--- config.mk ---
export PLATFORM = sky130hd
export DESIGN_NAME = stereo_serial_rx
export DESIGN_NICKNAME = d
export VERILOG_FILES = /design/src/rtl/srx_pkg.sv /design/src/rtl/srx_sync.sv /design/src/rtl/srx_seq.sv /design/src/rtl/srx_word_asm.sv /design/src/rtl/stereo_serial_rx.sv
export SDC_FILE = /design/constraint.sdc
export NUM_CORES = 1
export LEC_CHECK = 0
export BUFFER_PORTS_ARGS = -buffer_cell sky130_fd_sc_hd__buf_2
export CAP_MARGIN = 0
export CORE_MARGIN = 2
export CORE_UTILIZATION = 62
export DETAILED_ROUTE_END_ITERATION = 8
export PLACE_DENSITY = 0.78
export SYNTH_ARGS = -nofsm -noshare
export SYNTH_HDL_FRONTEND = slang
export SYNTH_HIERARCHICAL = 1
export SYNTH_SLANG_ARGS = --single-unit
--- constraint.sdc ---
create_clock -name clk -period 6.4 [get_ports clk]
set_clock_uncertainty 0.1 [all_clocks]
set_input_delay 0.96 -clock clk [delete_from_list [all_inputs] [get_ports clk]]
set_output_delay 0.96 -clock clk [all_outputs]
set_load 0.01 [all_outputs]
--- src/rtl/srx_pkg.sv ---
package srx_pkg;

    localparam int SAMPLE_W  = 20;
    localparam int CNT_W     = 8;
    localparam int LEN_W     = 5;
    localparam int RJ_OFFSET = 16;
    localparam int RJ_LEN    = 16;

    typedef enum logic [1:0] {
        FMT_LJ  = 2'd0,
        FMT_I2S = 2'd1,
        FMT_RJ  = 2'd2
    } fmt_e;

    typedef struct packed {
        logic             bit_en;
        logic             field_start;
        logic             finish;
        logic             fin_left;
        logic [CNT_W-1:0] k;
    } evt_t;

    function automatic fmt_e decode_fmt(input logic [1:0] code);
        case (code)
            2'd1:    return FMT_I2S;
            2'd2:    return FMT_RJ;
            default: return FMT_LJ;
        endcase
    endfunction

    function automatic logic [LEN_W-1:0] word_len(input fmt_e fmt, input logic [1:0] code);
        if (fmt == FMT_RJ) return LEN_W'(RJ_LEN);
        case (code)
            2'd0:    return LEN_W'(16);
            2'd1:    return LEN_W'(18);
            default: return LEN_W'(20);
        endcase
    endfunction

    function automatic int msb_offset(input fmt_e fmt);
        case (fmt)
            FMT_I2S: return 1;
            FMT_RJ:  return RJ_OFFSET;
            default: return 0;
        endcase
    endfunction

    function automatic logic left_level(input fmt_e fmt);
        return (fmt == FMT_I2S) ? 1'b0 : 1'b1;
    endfunction

endpackage

--- src/rtl/srx_sync.sv ---
module srx_sync #(
    parameter int WIDTH  = 3,
    parameter int STAGES = 2
) (
    input  logic             clk,
    input  logic             rst,
    input  logic [WIDTH-1:0] d_async,
    output logic [WIDTH-1:0] d_sync,
    output logic             rise0
);

    for (genvar g = 0; g < WIDTH; g++) begin : g_bit
        if (g == 0) begin : g_edge
            logic [STAGES:0] pipe;
            always_ff @(posedge clk) begin
                if (rst) pipe <= '0;
                else     pipe <= {pipe[STAGES-1:0], d_async[g]};
            end
            assign d_sync[g] = pipe[STAGES-1];
            assign rise0     = pipe[STAGES-1] & ~pipe[STAGES];
        end else begin : g_plain
            logic [STAGES-1:0] pipe;
            always_ff @(posedge clk) begin
                if (rst) pipe <= '0;
                else     pipe <= {pipe[STAGES-2:0], d_async[g]};
            end
            assign d_sync[g] = pipe[STAGES-1];
        end
    end

endmodule

--- src/rtl/srx_seq.sv ---
module srx_seq
    import srx_pkg::*;
#(
    parameter int LOCK_CYCLES = 30000
) (
    input  logic clk,
    input  logic rst,
    input  logic rise,
    input  logic wclk,
    input  fmt_e fmt,
    output evt_t evt,
    output logic locked
);

    localparam int LCW = $clog2(LOCK_CYCLES + 1);

    logic             primed, w_prev, started, cur_left, fl_known, win_done;
    logic [CNT_W-1:0] k, fl, k_inc;
    logic [LCW-1:0]   lock_cnt;
    logic             boundary, new_left;

    assign locked = win_done & fl_known;

    always_comb begin
        k_inc = (k == {CNT_W{1'b1}}) ? k : k + 1'b1;
        if (locked) begin
            boundary = (k == fl - 1'b1);
            new_left = ~cur_left;
        end else begin
            boundary = primed && (wclk != w_prev);
            new_left = (wclk == left_level(fmt));
        end
        evt.field_start = rise && boundary;
        evt.finish      = rise && boundary && started;
        evt.fin_left    = cur_left;
        evt.bit_en      = rise && (started || boundary);
        evt.k           = boundary ? '0 : k_inc;
    end

    always_ff @(posedge clk) begin
        if (rst) begin
            primed   <= 1'b0;
            w_prev   <= 1'b0;
            started  <= 1'b0;
            cur_left <= 1'b0;
            fl_known <= 1'b0;
            k        <= '0;
            fl       <= '0;
        end else if (rise) begin
            primed <= 1'b1;
            w_prev <= wclk;
            if (boundary) begin
                started  <= 1'b1;
                cur_left <= new_left;
                k        <= '0;
                if (!locked && started) begin
                    fl       <= k + 1'b1;
                    fl_known <= 1'b1;
                end
            end else begin
                k <= k_inc;
            end
        end
    end

    always_ff @(posedge clk) begin
        if (rst) begin
            lock_cnt <= '0;
            win_done <= 1'b0;
        end else if (!win_done) begin
            lock_cnt <= lock_cnt + 1'b1;
            if (lock_cnt == LCW'(LOCK_CYCLES - 1)) win_done <= 1'b1;
        end
    end

    // once the counted sequencer owns the framing it keeps it until reset
    p_lock_hold_r10: assert property (@(posedge clk) disable iff (rst)
        locked |=> locked);

    // in locked operation a field wraps after the learned edge count
    p_count_wrap_r10: assert property (@(posedge clk) disable iff (rst)
        (locked && rise && (k == fl - 1'b1)) |=> (k == '0));

    // the edge index only moves on a detected bit-clock rise
    p_idx_on_edge_r1: assert property (@(posedge clk) disable iff (rst)
        !rise |=> $stable(k));

endmodule

--- src/rtl/srx_word_asm.sv ---
module srx_word_asm
    import srx_pkg::*;
(
    input  logic                clk,
    input  logic                rst,
    input  evt_t                evt,
    input  logic                data,
    input  fmt_e                fmt,
    input  logic [LEN_W-1:0]    wlen,
    output logic                done,
    output logic                done_left,
    output logic [SAMPLE_W-1:0] done_word
);

    logic [SAMPLE_W-1:0] acc, acc_next;
    int                  rel;

    always_comb begin
        acc_next = evt.field_start ? '0 : acc;
        rel      = int'(evt.k) - msb_offset(fmt);
        for (int i = 0; i < SAMPLE_W; i++) begin
            if (evt.bit_en && rel == i && i < int'(wlen))
                acc_next[SAMPLE_W-1-i] = data;
        end
    end

    always_ff @(posedge clk) begin
        if (rst) begin
            acc       <= '0;
            done      <= 1'b0;
            done_left <= 1'b0;
            done_word <= '0;
        end else begin
            acc  <= acc_next;
            done <= evt.finish;
            if (evt.finish) begin
                done_left <= evt.fin_left;
                done_word <= SAMPLE_W'($signed(acc) >>> (SAMPLE_W - int'(wlen)));
            end
        end
    end

    // a closed field produces a single completion pulse
    p_done_single_r8: assert property (@(posedge clk) disable iff (rst)
        done |=> !done);

endmodule

--- src/rtl/stereo_serial_rx.sv ---
module stereo_serial_rx
    import srx_pkg::*;
#(
    parameter int LOCK_CYCLES = 30000,
    parameter int SYNC_STAGES = 2
) (
    input  logic                clk,
    input  logic                rst,
    input  logic [1:0]          cfg_fmt,
    input  logic [1:0]          cfg_len,
    input  logic                ser_bclk,
    input  logic                ser_wclk,
    input  logic                ser_data,
    output logic [SAMPLE_W-1:0] smp_left,
    output logic [SAMPLE_W-1:0] smp_right,
    output logic                smp_valid
);

    fmt_e                fmt_q;
    logic [LEN_W-1:0]    wlen_q;
    logic [2:0]          pins_s;
    logic                bclk_rise;
    evt_t                evt;
    logic                seq_locked;
    logic                w_done, w_left;
    logic [SAMPLE_W-1:0] w_word, left_hold;
    logic                have_left;

    always_ff @(posedge clk) begin
        if (rst) begin
            fmt_q  <= decode_fmt(cfg_fmt);
            wlen_q <= word_len(decode_fmt(cfg_fmt), cfg_len);
        end
    end

    srx_sync #(.WIDTH(3), .STAGES(SYNC_STAGES)) u_sync (
        .clk     (clk),
        .rst     (rst),
        .d_async ({ser_data, ser_wclk, ser_bclk}),
        .d_sync  (pins_s),
        .rise0   (bclk_rise)
    );

    srx_seq #(.LOCK_CYCLES(LOCK_CYCLES)) u_seq (
        .clk    (clk),
        .rst    (rst),
        .rise   (bclk_rise),
        .wclk   (pins_s[1]),
        .fmt    (fmt_q),
        .evt    (evt),
        .locked (seq_locked)
    );

    srx_word_asm u_asm (
        .clk       (clk),
        .rst       (rst),
        .evt       (evt),
        .data      (pins_s[2]),
        .fmt       (fmt_q),
        .wlen      (wlen_q),
        .done      (w_done),
        .done_left (w_left),
        .done_word (w_word)
    );

    always_ff @(posedge clk) begin
        if (rst) begin
            left_hold <= '0;
            have_left <= 1'b0;
            smp_left  <= '0;
            smp_right <= '0;
            smp_valid <= 1'b0;
        end else begin
            smp_valid <= 1'b0;
            if (w_done) begin
                if (w_left) begin
                    left_hold <= w_word;
                    have_left <= 1'b1;
                end else begin
                    have_left <= 1'b0;
                    if (have_left) begin
                        smp_left  <= left_hold;
                        smp_right <= w_word;
                        smp_valid <= 1'b1;
                    end
                end
            end
        end
    end

    // strobe lasts one cycle
    p_valid_single_r8: assert property (@(posedge clk) disable iff (rst)
        smp_valid |=> !smp_valid);

    // samples only move together with the strobe
    p_out_hold_r8: assert property (@(posedge clk) disable iff (rst)
        (!$stable(smp_left) || !$stable(smp_right)) |-> smp_valid);

    // configuration stays fixed outside reset
    p_cfg_hold_r9: assert property (@(posedge clk) disable iff (rst)
        !rst |=> ($stable(fmt_q) && $stable(wlen_q)));

    // reset clears the outputs
    p_reset_zero_r11: assert property (@(posedge clk)
        rst |=> (!smp_valid && smp_left == '0 && smp_right == '0));

    // right-justified framing never uses a word other than 16 bits
    p_rj_len_r4: assert property (@(posedge clk) disable iff (rst)
        (fmt_q == FMT_RJ) |-> (wlen_q == LEN_W'(RJ_LEN)));

endmodule

==> metrics.cfg, run 1 <==
[outcome]
status = complete, no violations

[floorplanning]
rows = 43
pin_count = 50
die-area_sq_um = 15200
core_sq_um = 13900
fp.dieW_microns = 123
die_y_microns = 123
start_util_pct = 63.5

[clocking]
clock_path_buffers = 2
cts.htree.levels = 4
cts_resized = 0
clk_latency_ns = 0.42
post_cts.repair.setup_buffers = 0
cts_hold_buf = 0
cts_sinks = 152
cts.reportedPaths.clkPinSlew_ns = 0.06
root_buffer = clkbuf_16
cts_buffers = 17
cts_tree = built

[worst_setup_path]
crit_path_max_incr_delay_ns = 0.61
cp_top_family = simple AND/OR/NAND/NOR gates
critical_path_class = reg2reg
startpoint_type = flop
crit_fanout = 11
path_cells = inv_1 > ha_1 > o21ba_2 > a221oi_1 > a41oi_1 > a211oi_4 > or2_2 > a21oi_1 > inv_1 > ha_1 > or4b_4 > a2111oi_0 > ha_1 > nand2b_1 > nor4b_1 > nand3_1 > mux2i_1
crit_slowest_cell = nor4b_1
required_ns = 6.57
crit_path_end_kind = flop
critPathArrivalTime_ns = 5.21
crit_top_cell = ha_1
critical_path_buf_inv_count = 2

[placement]
pre_cts_ws_ns = 1.50
gp_congestion = 0.943
portBuffers = 49
numPlacedInstances = 1190
dp_hpwl_microns = 13200

[power_and_ir_drop]
swShare_pct = 26.5
p_comb_share_pct = 9.7
power_frac_seq_pct = 45.6
p_per_area_nw_per_um2 = 222
p_switching_w = 0.000562
vdd_drop_max_uv = 189
p_leak_nw = 3.64
power_w = 0.00212
intPower_w = 0.00156
clkPwrFrac_pct = 44.7

[synth]
yosys_warnings = 6
syn_inst = 1021
syn-cell-area_sq_um = 8810
syn_avg_cell_area_sq_um = 8.63

[timing]
hold_viol = 0
tightest_slew_ns = 0.948
fin_tns_setup_ns = 0
finalSetupViolations = 0
slew_headroom_pct = 36.8
fmax_mhz = 199
layout_setup_ws_ns = 1.36
rsz0062_at_grt = false
fin_crit_sh_pct = 78.7
drv_slew = 0
min_period_ns = 5.04

[final_layout]
final_core_util_pct = 68.9
syn_to_final_growth_pct = 8.52
drive_gt1_share_pct = 13.3
antenna_cells = 0
fillers = 1107
final_cells = 1222
final_nets = 1046

[global_route]
grt_pass1_vias = 6568
grt_use_total_pct = 26.7
antenna_found_initial = 0
grt_max_degree = 106
overflow = 0
grt_pass1_wl_microns = 32500

[routing]
firstDrtPassIters = 5
wl_microns = 19700
drt_iter0_drc = 905
wl_per_cell_microns = 16.1
via_count = 7405
route.detailed.drc = 0
ant_nets = 0
via_per_inst = 6.06

[run]
cap_violations = 0

[hold_path]
hold_class = reg2reg

sequential cells by signal, summed over array words and instances (netlist names), 2 cells and up:
register                   flops
u_seq/lock_cnt                15
u_asm/acc                     20
wlen_q                         2
fmt_q                          2
smp_left                      20
u_seq/k                        8
u_sync/g_bit.g_edge.pipe       3
smp_right                     20
u_seq/fl                       8
left_hold                     20
u_asm/done_word               20
u_sync/g_bit.g_plain.pipe      4
per-stage QoR:
| stage | hold WS, ns | cell area (sq um) |
|---|---|---|
| floorplan | 0.314 | 8840 |
| global placement | 0.321 | 9000 |
| detailed placement | 0.328 | 9000 |
| CTS | 0.348 | 9570 |
| global route | 0.360 | 9570 |
| finish | 0.340 | 9570 |
metal layers:
metal	track usage [%]	vias to the layer above	wire length, microns
met5	0	-	0
met4	9.73	0	490
met3	6.23	51	1340
met2	40.2	299	8670
met1	37.4	3434	9240
li1	-	3621	-
final timing paths:
check / depth (start not counted) / end / slack (ns) / startpoint
setup / recovery: 17 / u_asm/acc[4]$_SDFFE_PP0P_ / 1.36 / u_seq/fl[0]$_SDFFE_PP0P_
hold / removal: 1 / u_sync/g_bit[1].g_plain.pipe[1]$_SDFF_PP0_ / 0.34 / u_sync/g_bit[1].g_plain.pipe[0]$_SDFF_PP0_
setup reg to reg: 17 / u_asm/acc[4]$_SDFFE_PP0P_ / 1.36 / u_seq/fl[0]$_SDFFE_PP0P_
hold reg to reg: 1 / u_sync/g_bit[1].g_plain.pipe[1]$_SDFF_PP0_ / 0.34 / u_sync/g_bit[1].g_plain.pipe[0]$_SDFF_PP0_
area by class of cell:
| class | count | area [sq um] | area share (%) |
|---|---|---|---|
| clock inverter | 13 | 111 | 1.16 |
| inverter | 22 | 82.6 | 0.863 |
| tap | 180 | 225 | 2.35 |
| clock buffer | 19 | 453 | 4.74 |
| timing repair buffer | 60 | 330 | 3.45 |
| sequential | 152 | 3080 | 32.2 |
| multi-input combinational | 776 | 5280 | 55.2 |
power groups by stage:
| stage | Combinational [W] | Sequential (W) | Clock (W) |
|---|---|---|---|
| 3_5_place_dp | 0.000195 | 0.000988 | 0 |
| 6_report | 0.000205 | 0.000968 | 0.000948 |
| 4_1_cts | 0.000196 | 0.000967 | 0.000968 |
| 3_3_place_gp | 0.000195 | 0.000988 | 0 |
| 2_1_floorplan | 0.000162 | 0.000981 | 0 |
| 5_1_grt | 0.000222 | 0.000968 | 0.00101 |
placed cells by master (no fill, tap or decap), drive strengths merged, types with 14 or more instances in the layout:
cell	n
inv	26
a21oi	66
nand3	45
dfxtp	148
xnor2	20
mux2	15
mux2i	93
xor2	16
buf	60
nor3	20
a21bo	20
nand2	83
o21ai	25
a211oi	14
nor2	80
nand2b	100
clkbuf	19
nor2b	22
Note: power is estimated with default switching activity, not from simulation.
==> run 2: changes to the inputs <==
clock period = 5.25 ns   (was 6.4 ns; I/O delays follow)
==> run 2 against run 1 <==
Net effect:
- first-iteration DRC count decreased by 11%
- global-route usage up 0.35 points
- critical endpoint is now u_asm/acc[13]$_SDFFE_PP0P_
- largest cell class unchanged
- setup slack worse by 0.83 ns
- wire length rose by 1.2%
- sequential power rose by 22%
- final cell count up 0.33%
- count of clock-buffer cells in the layout fell by 1
- clock power rose by 27%
- sequential share of layout area is 0.13 points lower
==> metrics.cfg, run 2 (synthesis results as in run 1) <==
[final_layout]
syn_to_final_growth_pct = 8.97
fin_area_sq_um = 9610  ; +0.42%
final_nets = 1050  ; +0.38%
multi_input_area_sq_um = 5280  ; unchanged
antenna_cells = 0  ; unchanged
drive_gt1_share_pct = 13.7  ; +0.33 points
final-seq-area_sq_um = 3080  ; unchanged
fillers = 1115  ; +0.72%
layout_common_cells = 148 x dfxtp_1, 100 x nand2b_1, 93 x mux2i_1
mostFrequentLayoutCell = dfxtp_1
final_core_util_pct = 69.2  ; +0.29 points

[hold_path]
min_path_cells = 1  ; unchanged
hold_class = reg2reg
hold_start = u_sync/g_bit[0].g_edge.pipe[0]$_SDFF_PP0_

[timing]
slew_headroom_pct = 39.8  ; +3.0 points
layout_setup_ws_ns = 0.530  ; -0.832 ns
fin_tns_setup_ns = 0  ; unchanged
tightest_slew_ns = 0.903  ; -0.0449 ns
fmax_mhz = 212  ; +6.7%
hold_viol = 0  ; unchanged
drv_slew = 0  ; unchanged
fin_crit_sh_pct = 89.9  ; +11 points
finalSetupViolations = 0  ; unchanged
rsz0062_at_grt = false
min_period_ns = 4.72  ; -0.318 ns

[worst_setup_path]
ff2ff_path_depth = 17  ; unchanged
crit_path_end_kind = flop
crit_slowest_cell = or4_4
r2r-start = u_seq/fl[0]$_SDFFE_PP0P_
crit_fanout = 11  ; unchanged
critical_path_class = reg2reg
required_ns = 5.50  ; -1.07 ns
critPathArrivalTime_ns = 4.97  ; -0.24 ns
crit_path_max_incr_delay_ns = 0.56  ; -0.05 ns
path_cells = inv_1 > ha_1 > o21ba_2 > a221oi_1 > a41oi_1 > a211oi_4 > or2_2 > a21oi_1 > inv_1 > ha_1 > or4b_4 > a2111oi_0 > ha_1 > nand2b_1 > or4_4 > a211oi_2 > mux2i_1
worstSetupStartpoint = u_seq/fl[0]$_SDFFE_PP0P_
crit_top_cell = ha_1
startpoint_type = flop

[global_route]
grt_max_degree = 92  ; -13%
grt_use_total_pct = 27.1  ; +0.35 points
overflow = 0  ; unchanged
grt_pass1_vias = 6657  ; +1.4%
grt_pass1_wl_microns = 32900  ; +1.1%
antenna_found_initial = 0  ; unchanged

[floorplanning]
pin_count = 50  ; unchanged
rows = 43  ; unchanged
die-area_sq_um = 15200  ; unchanged
start_util_pct = 63.5  ; unchanged
die_y_microns = 123  ; unchanged
core_sq_um = 13900  ; unchanged
fp.dieW_microns = 123  ; unchanged

[power_and_ir_drop]
intPower_w = 0.00193  ; +24%
power_frac_seq_pct = 44.9  ; -0.7 points
p_comb_share_pct = 9.7  ; about the same
p_switching_w = 0.000695  ; +24%
swShare_pct = 26.4  ; -0.079 points
vdd_drop_max_uv = 213  ; +13%
p_leak_nw = 3.67  ; +0.75%
clkPwrFrac_pct = 45.5  ; +0.8 points
p_per_area_nw_per_um2 = 274  ; +23%

[run]
cap_violations = 0  ; unchanged

[placement]
detailed_place.area_sq_um = 9030  ; +0.33%
pre_cts_ws_ns = 0.574  ; -0.926 ns
gp_congestion = 0.950  ; +0.73%
portBuffers = 49  ; unchanged
dp_hpwl_microns = 13500  ; +2.6%

[clocking]
cts.htree.levels = 4  ; unchanged
clk_latency_ns = 0.43  ; about the same
cts_tree = built
clock_path_buffers = 2  ; unchanged
post_cts.repair.setup_buffers = 0  ; unchanged
cts_buffers = 17  ; unchanged
cts.reportedPaths.clkPinSlew_ns = 0.06  ; about the same
root_buffer = clkbuf_16
cts_sinks = 152  ; unchanged
cts_hold_buf = 0  ; unchanged
cts_resized = 0  ; unchanged

[routing]
wl_per_cell_microns = 16.3  ; +0.88%
drt_iter0_drc = 805  ; -11%
firstDrtPassIters = 5  ; unchanged
route.detailed.drc = 0  ; unchanged
wl_microns = 20000  ; +1.2%
ant_nets = 0  ; unchanged
via_per_inst = 5.98  ; -1.3%
via_count = 7330  ; -1.0%

[outcome]
status = complete, no violations

==> run 2: worst paths after layout <==
path                                                                  end  slack [ns]
worst max register to register                 u_asm/acc[13]$_SDFFE_PP0P_        0.53
worst min-delay path            u_sync/g_bit[0].g_edge.pipe[1]$_SDFF_PP0_        0.34
worst min register to register  u_sync/g_bit[0].g_edge.pipe[1]$_SDFF_PP0_        0.34
worst max-delay path                           u_asm/acc[13]$_SDFFE_PP0P_        0.53
==> run 2: metal layers <==
| layer | GRT usage (%) | vias up | wire [microns] |
|---|---|---|---|
| li1 | - | 3624 | - |
| met1 | 37.8 | 3420 | 9290 |
| met2 | 42.4 | 252 | 9060 |
| met3 | 5.30 | 34 | 1260 |
| met4 | 8.38 | 0 | 361 |
| met5 | 0 | - | 0 |
==> run 2: critical path: cells and delay by family, from the launching register on <==
family                   cells  cell delay, ns
AO/OA/AOI/OAI                7            1.64
adder cells (fa/ha/maj)      3            0.66
buffers and inverters        2            0.15
flip-flops                   1            0.43
multiplexers                 1            0.20
AND/OR/NAND/NOR              4            1.46
==> run 2: power groups by stage <==
stage,clock network [W],logic [W],registers (W)
floorplan,0,0.000198,0.00120
global placement,0,0.000239,0.00120
detailed placement,0,0.000240,0.00120
CTS,0.00121,0.000241,0.00118
global route,0.00126,0.000275,0.00118
finish,0.00120,0.000254,0.00118
==> run 2: through the flow <==
stage | cells | hold slack [ns] | power [W]
floorplan | 1029 | 0.314 | 0.00139
global placement | 1194 | 0.320 | 0.00144
detailed placement | 1194 | 0.325 | 0.00144
CTS | 1226 | 0.344 | 0.00263
global route | 1226 | 0.362 | 0.00272
finish | 1226 | 0.341 | 0.00263
==> run 2: area by class of cell <==
cell class	count	share of cell area (%)
multi-input combinational	776	55.0
sequential	152	32.1
clock buffer	18	4.57
timing repair buffer	64	3.75
tap	180	2.34
clock inverter	14	1.41
inverter	22	0.860
==> run 3: changes to the inputs <==
--- a/config.mk
+++ b/config.mk
@@ -10,5 +10,5 @@
 export CORE_MARGIN = 2
-export CORE_UTILIZATION = 62
+export CORE_UTILIZATION = 60
 export DETAILED_ROUTE_END_ITERATION = 8
-export PLACE_DENSITY = 0.78
+export PLACE_DENSITY = 0.76
 export SYNTH_ARGS = -nofsm -noshare
==> constraint.sdc (replaced) <==
create_clock -name clk -period 5.25 [get_ports clk]
set_clock_uncertainty 0.1 [all_clocks]
set_input_delay 1.05 -clock clk [delete_from_list [all_inputs] [get_ports clk]]
set_output_delay 1.05 -clock clk [all_outputs]
set_load 0.01 [all_outputs]
==> run 3 against run 2 <==
Net effect:
- die area is 3.2% higher
- critical path depth stayed put
- critical path type unchanged
- design area is 0.43% higher
- largest cell class unchanged
- core utilization is 2.3 points lower
- global-route usage is 1.7 points lower
==> metrics.cfg, run 3 (synthesis results as in run 1) <==
[placement]
dp_hpwl_microns = 13500  ; about the same
portBuffers = 49  ; unchanged
gp_congestion = 0.924  ; -2.7%
detailed_place.area_sq_um = 9050  ; +0.19%

[worst_setup_path]
crit_path_end_kind = flop
cp_top_family = compound AO/OA/AOI/OAI gates
required_ns = 5.49  ; about the same
r2r-start = u_seq/fl[0]$_SDFFE_PP0P_
path_cells = inv_1 > ha_1 > o21ba_2 > a221oi_1 > a41oi_1 > a211oi_4 > or2_2 > a21oi_1 > inv_1 > ha_1 > or4b_4 > a2111oi_0 > ha_1 > nand2b_1 > or4_4 > a211oi_2 > mux2i_1
worstSetupStartpoint = u_seq/fl[0]$_SDFFE_PP0P_
crit_fanout = 11  ; unchanged
startpoint_type = flop
crit_slowest_cell = or4_4
critPathArrivalTime_ns = 4.98  ; about the same
critical_path_buf_inv_count = 2  ; unchanged
crit_top_cell = ha_1
crit_path_max_incr_delay_ns = 0.55  ; about the same
critical_path_class = reg2reg

[global_route]
grt_max_degree = 88  ; -4.3%
antenna_found_initial = 0  ; unchanged
grt_pass1_wl_microns = 33100  ; +0.67%
overflow = 0  ; unchanged
grt_use_total_pct = 25.4  ; -1.7 points
grt_pass1_vias = 6701  ; +0.66%

[routing]
wl_per_cell_microns = 16.3  ; -0.18%
firstDrtPassIters = 6  ; +1
via_count = 7431  ; +1.4%
via_per_inst = 6.04  ; +1.0%
ant_nets = 0  ; unchanged
drt_iter0_drc = 860  ; +6.8%
route.detailed.drc = 0  ; unchanged
wl_microns = 20000  ; +0.15%

[floorplanning]
die-area_sq_um = 15700  ; +3.2%
core_sq_um = 14400  ; +3.9%
fp.dieW_microns = 125  ; +1.6%
die_y_microns = 125  ; +1.6%
rows = 44  ; +2.3%
pin_count = 50  ; unchanged
start_util_pct = 61.1  ; -2.4 points

[run]
cap_violations = 0  ; unchanged

[clocking]
cts_hold_buf = 0  ; unchanged
cts_tree = built
clock_path_buffers = 2  ; unchanged
cts.reportedPaths.clkPinSlew_ns = 0.06  ; about the same
cts_resized = 0  ; unchanged
clk_latency_ns = 0.43  ; about the same
post_cts.repair.setup_buffers = 0  ; unchanged
cts_buffers = 17  ; unchanged
cts_sinks = 152  ; unchanged
root_buffer = clkbuf_16
cts.htree.levels = 4  ; unchanged

[final_layout]
fillers = 1215  ; +9.0%
antenna_cells = 0  ; unchanged
syn_to_final_growth_pct = 9.44
drive_gt1_share_pct = 13.7  ; unchanged
mostFrequentLayoutCell = dfxtp_1
layout_common_cells = 148 x dfxtp_1, 100 x nand2b_1, 93 x mux2i_1
final_nets = 1050  ; unchanged
fin_area_sq_um = 9650  ; +0.43%

[power_and_ir_drop]
p_switching_w = 0.000690  ; -0.70%
p_per_area_nw_per_um2 = 277  ; +1.2%
intPower_w = 0.00198  ; +2.5%
p_leak_nw = 3.68  ; +0.41%
swShare_pct = 25.8  ; -0.62 points
power_frac_seq_pct = 44.1  ; -0.8 points
p_comb_share_pct = 9.5  ; -0.2 points
clkPwrFrac_pct = 46.4  ; +0.9 points
vdd_drop_max_uv = 222  ; +4.3%

[timing]
fin_crit_sh_pct = 90.3  ; +0.38 points
slew_headroom_pct = 36.8  ; -3.0 points
finalSetupViolations = 0  ; unchanged
rsz0062_at_grt = false
whs_ns = 0.332  ; -0.00924 ns
fin_tns_setup_ns = 0  ; unchanged
tightest_slew_ns = 0.948  ; +0.0452 ns
hold_viol = 0  ; unchanged
fmax_mhz = 211  ; -0.42%
min_period_ns = 4.74  ; +0.0198 ns
drv_slew = 0  ; unchanged

[hold_path]
hold_class = reg2reg
hold_start = u_sync/g_bit[0].g_edge.pipe[0]$_SDFF_PP0_

[outcome]
status = complete, no violations

run 3: changes by cell type in the layout (fill, tap and decap cells not counted), sizes merged:
cell,delta
bufinv,+1
inv,-1
run 3: power by group through the flow:
stage | clock, W | combinational [W] | sequential (W)
finish | 0.00124 | 0.000253 | 0.00118
global route | 0.00131 | 0.000274 | 0.00118
CTS | 0.00125 | 0.000241 | 0.00118
detailed placement | 0 | 0.000240 | 0.00120
global placement | 0 | 0.000240 | 0.00120
floorplan | 0 | 0.000198 | 0.00120
run 3: cell type report:
class	count	area [sq um]	share of cell area [%]
Multi-Input combinational cell	776	5280	54.7
Sequential cell	152	3080	32.0
Clock buffer	18	439	4.55
Timing Repair Buffer	64	373	3.87
Tap cell	184	230	2.39
Clock inverter	14	159	1.65
Inverter	22	82.6	0.856
run 3: worst paths after layout:
path                                                                  end  slack (ns)  cells past startpoint
worst min register to register  u_sync/g_bit[0].g_edge.pipe[1]$_SDFF_PP0_        0.33                      1
worst min-delay path            u_sync/g_bit[0].g_edge.pipe[1]$_SDFF_PP0_        0.33                      1
worst max register to register                 u_asm/acc[13]$_SDFFE_PP0P_        0.51                     17
worst max-delay path                           u_asm/acc[13]$_SDFFE_PP0P_        0.51                     17
run 3: per-stage QoR:
stage               total power, W  std cells  worst slack [ns]  utilization [%]
floorplan                  0.00139       1029             0.714                -
global placement           0.00144       1198             0.741             62.7
detailed placement         0.00144       1198             0.582             62.7
CTS                        0.00268       1230             0.553             66.9
global route               0.00276       1230             0.178             66.9
finish                     0.00267       1230             0.510             66.9
run 3: routing by layer:
layer	up-vias	wire length, microns	share of wire (%)	global-route usage, %
met3	41	1230	6.2	4.62
met5	-	0	0	0
met2	278	9160	46	39.6
met4	0	401	2.0	9.02
li1	3616	-	-	-
met1	3496	9210	46	35.5
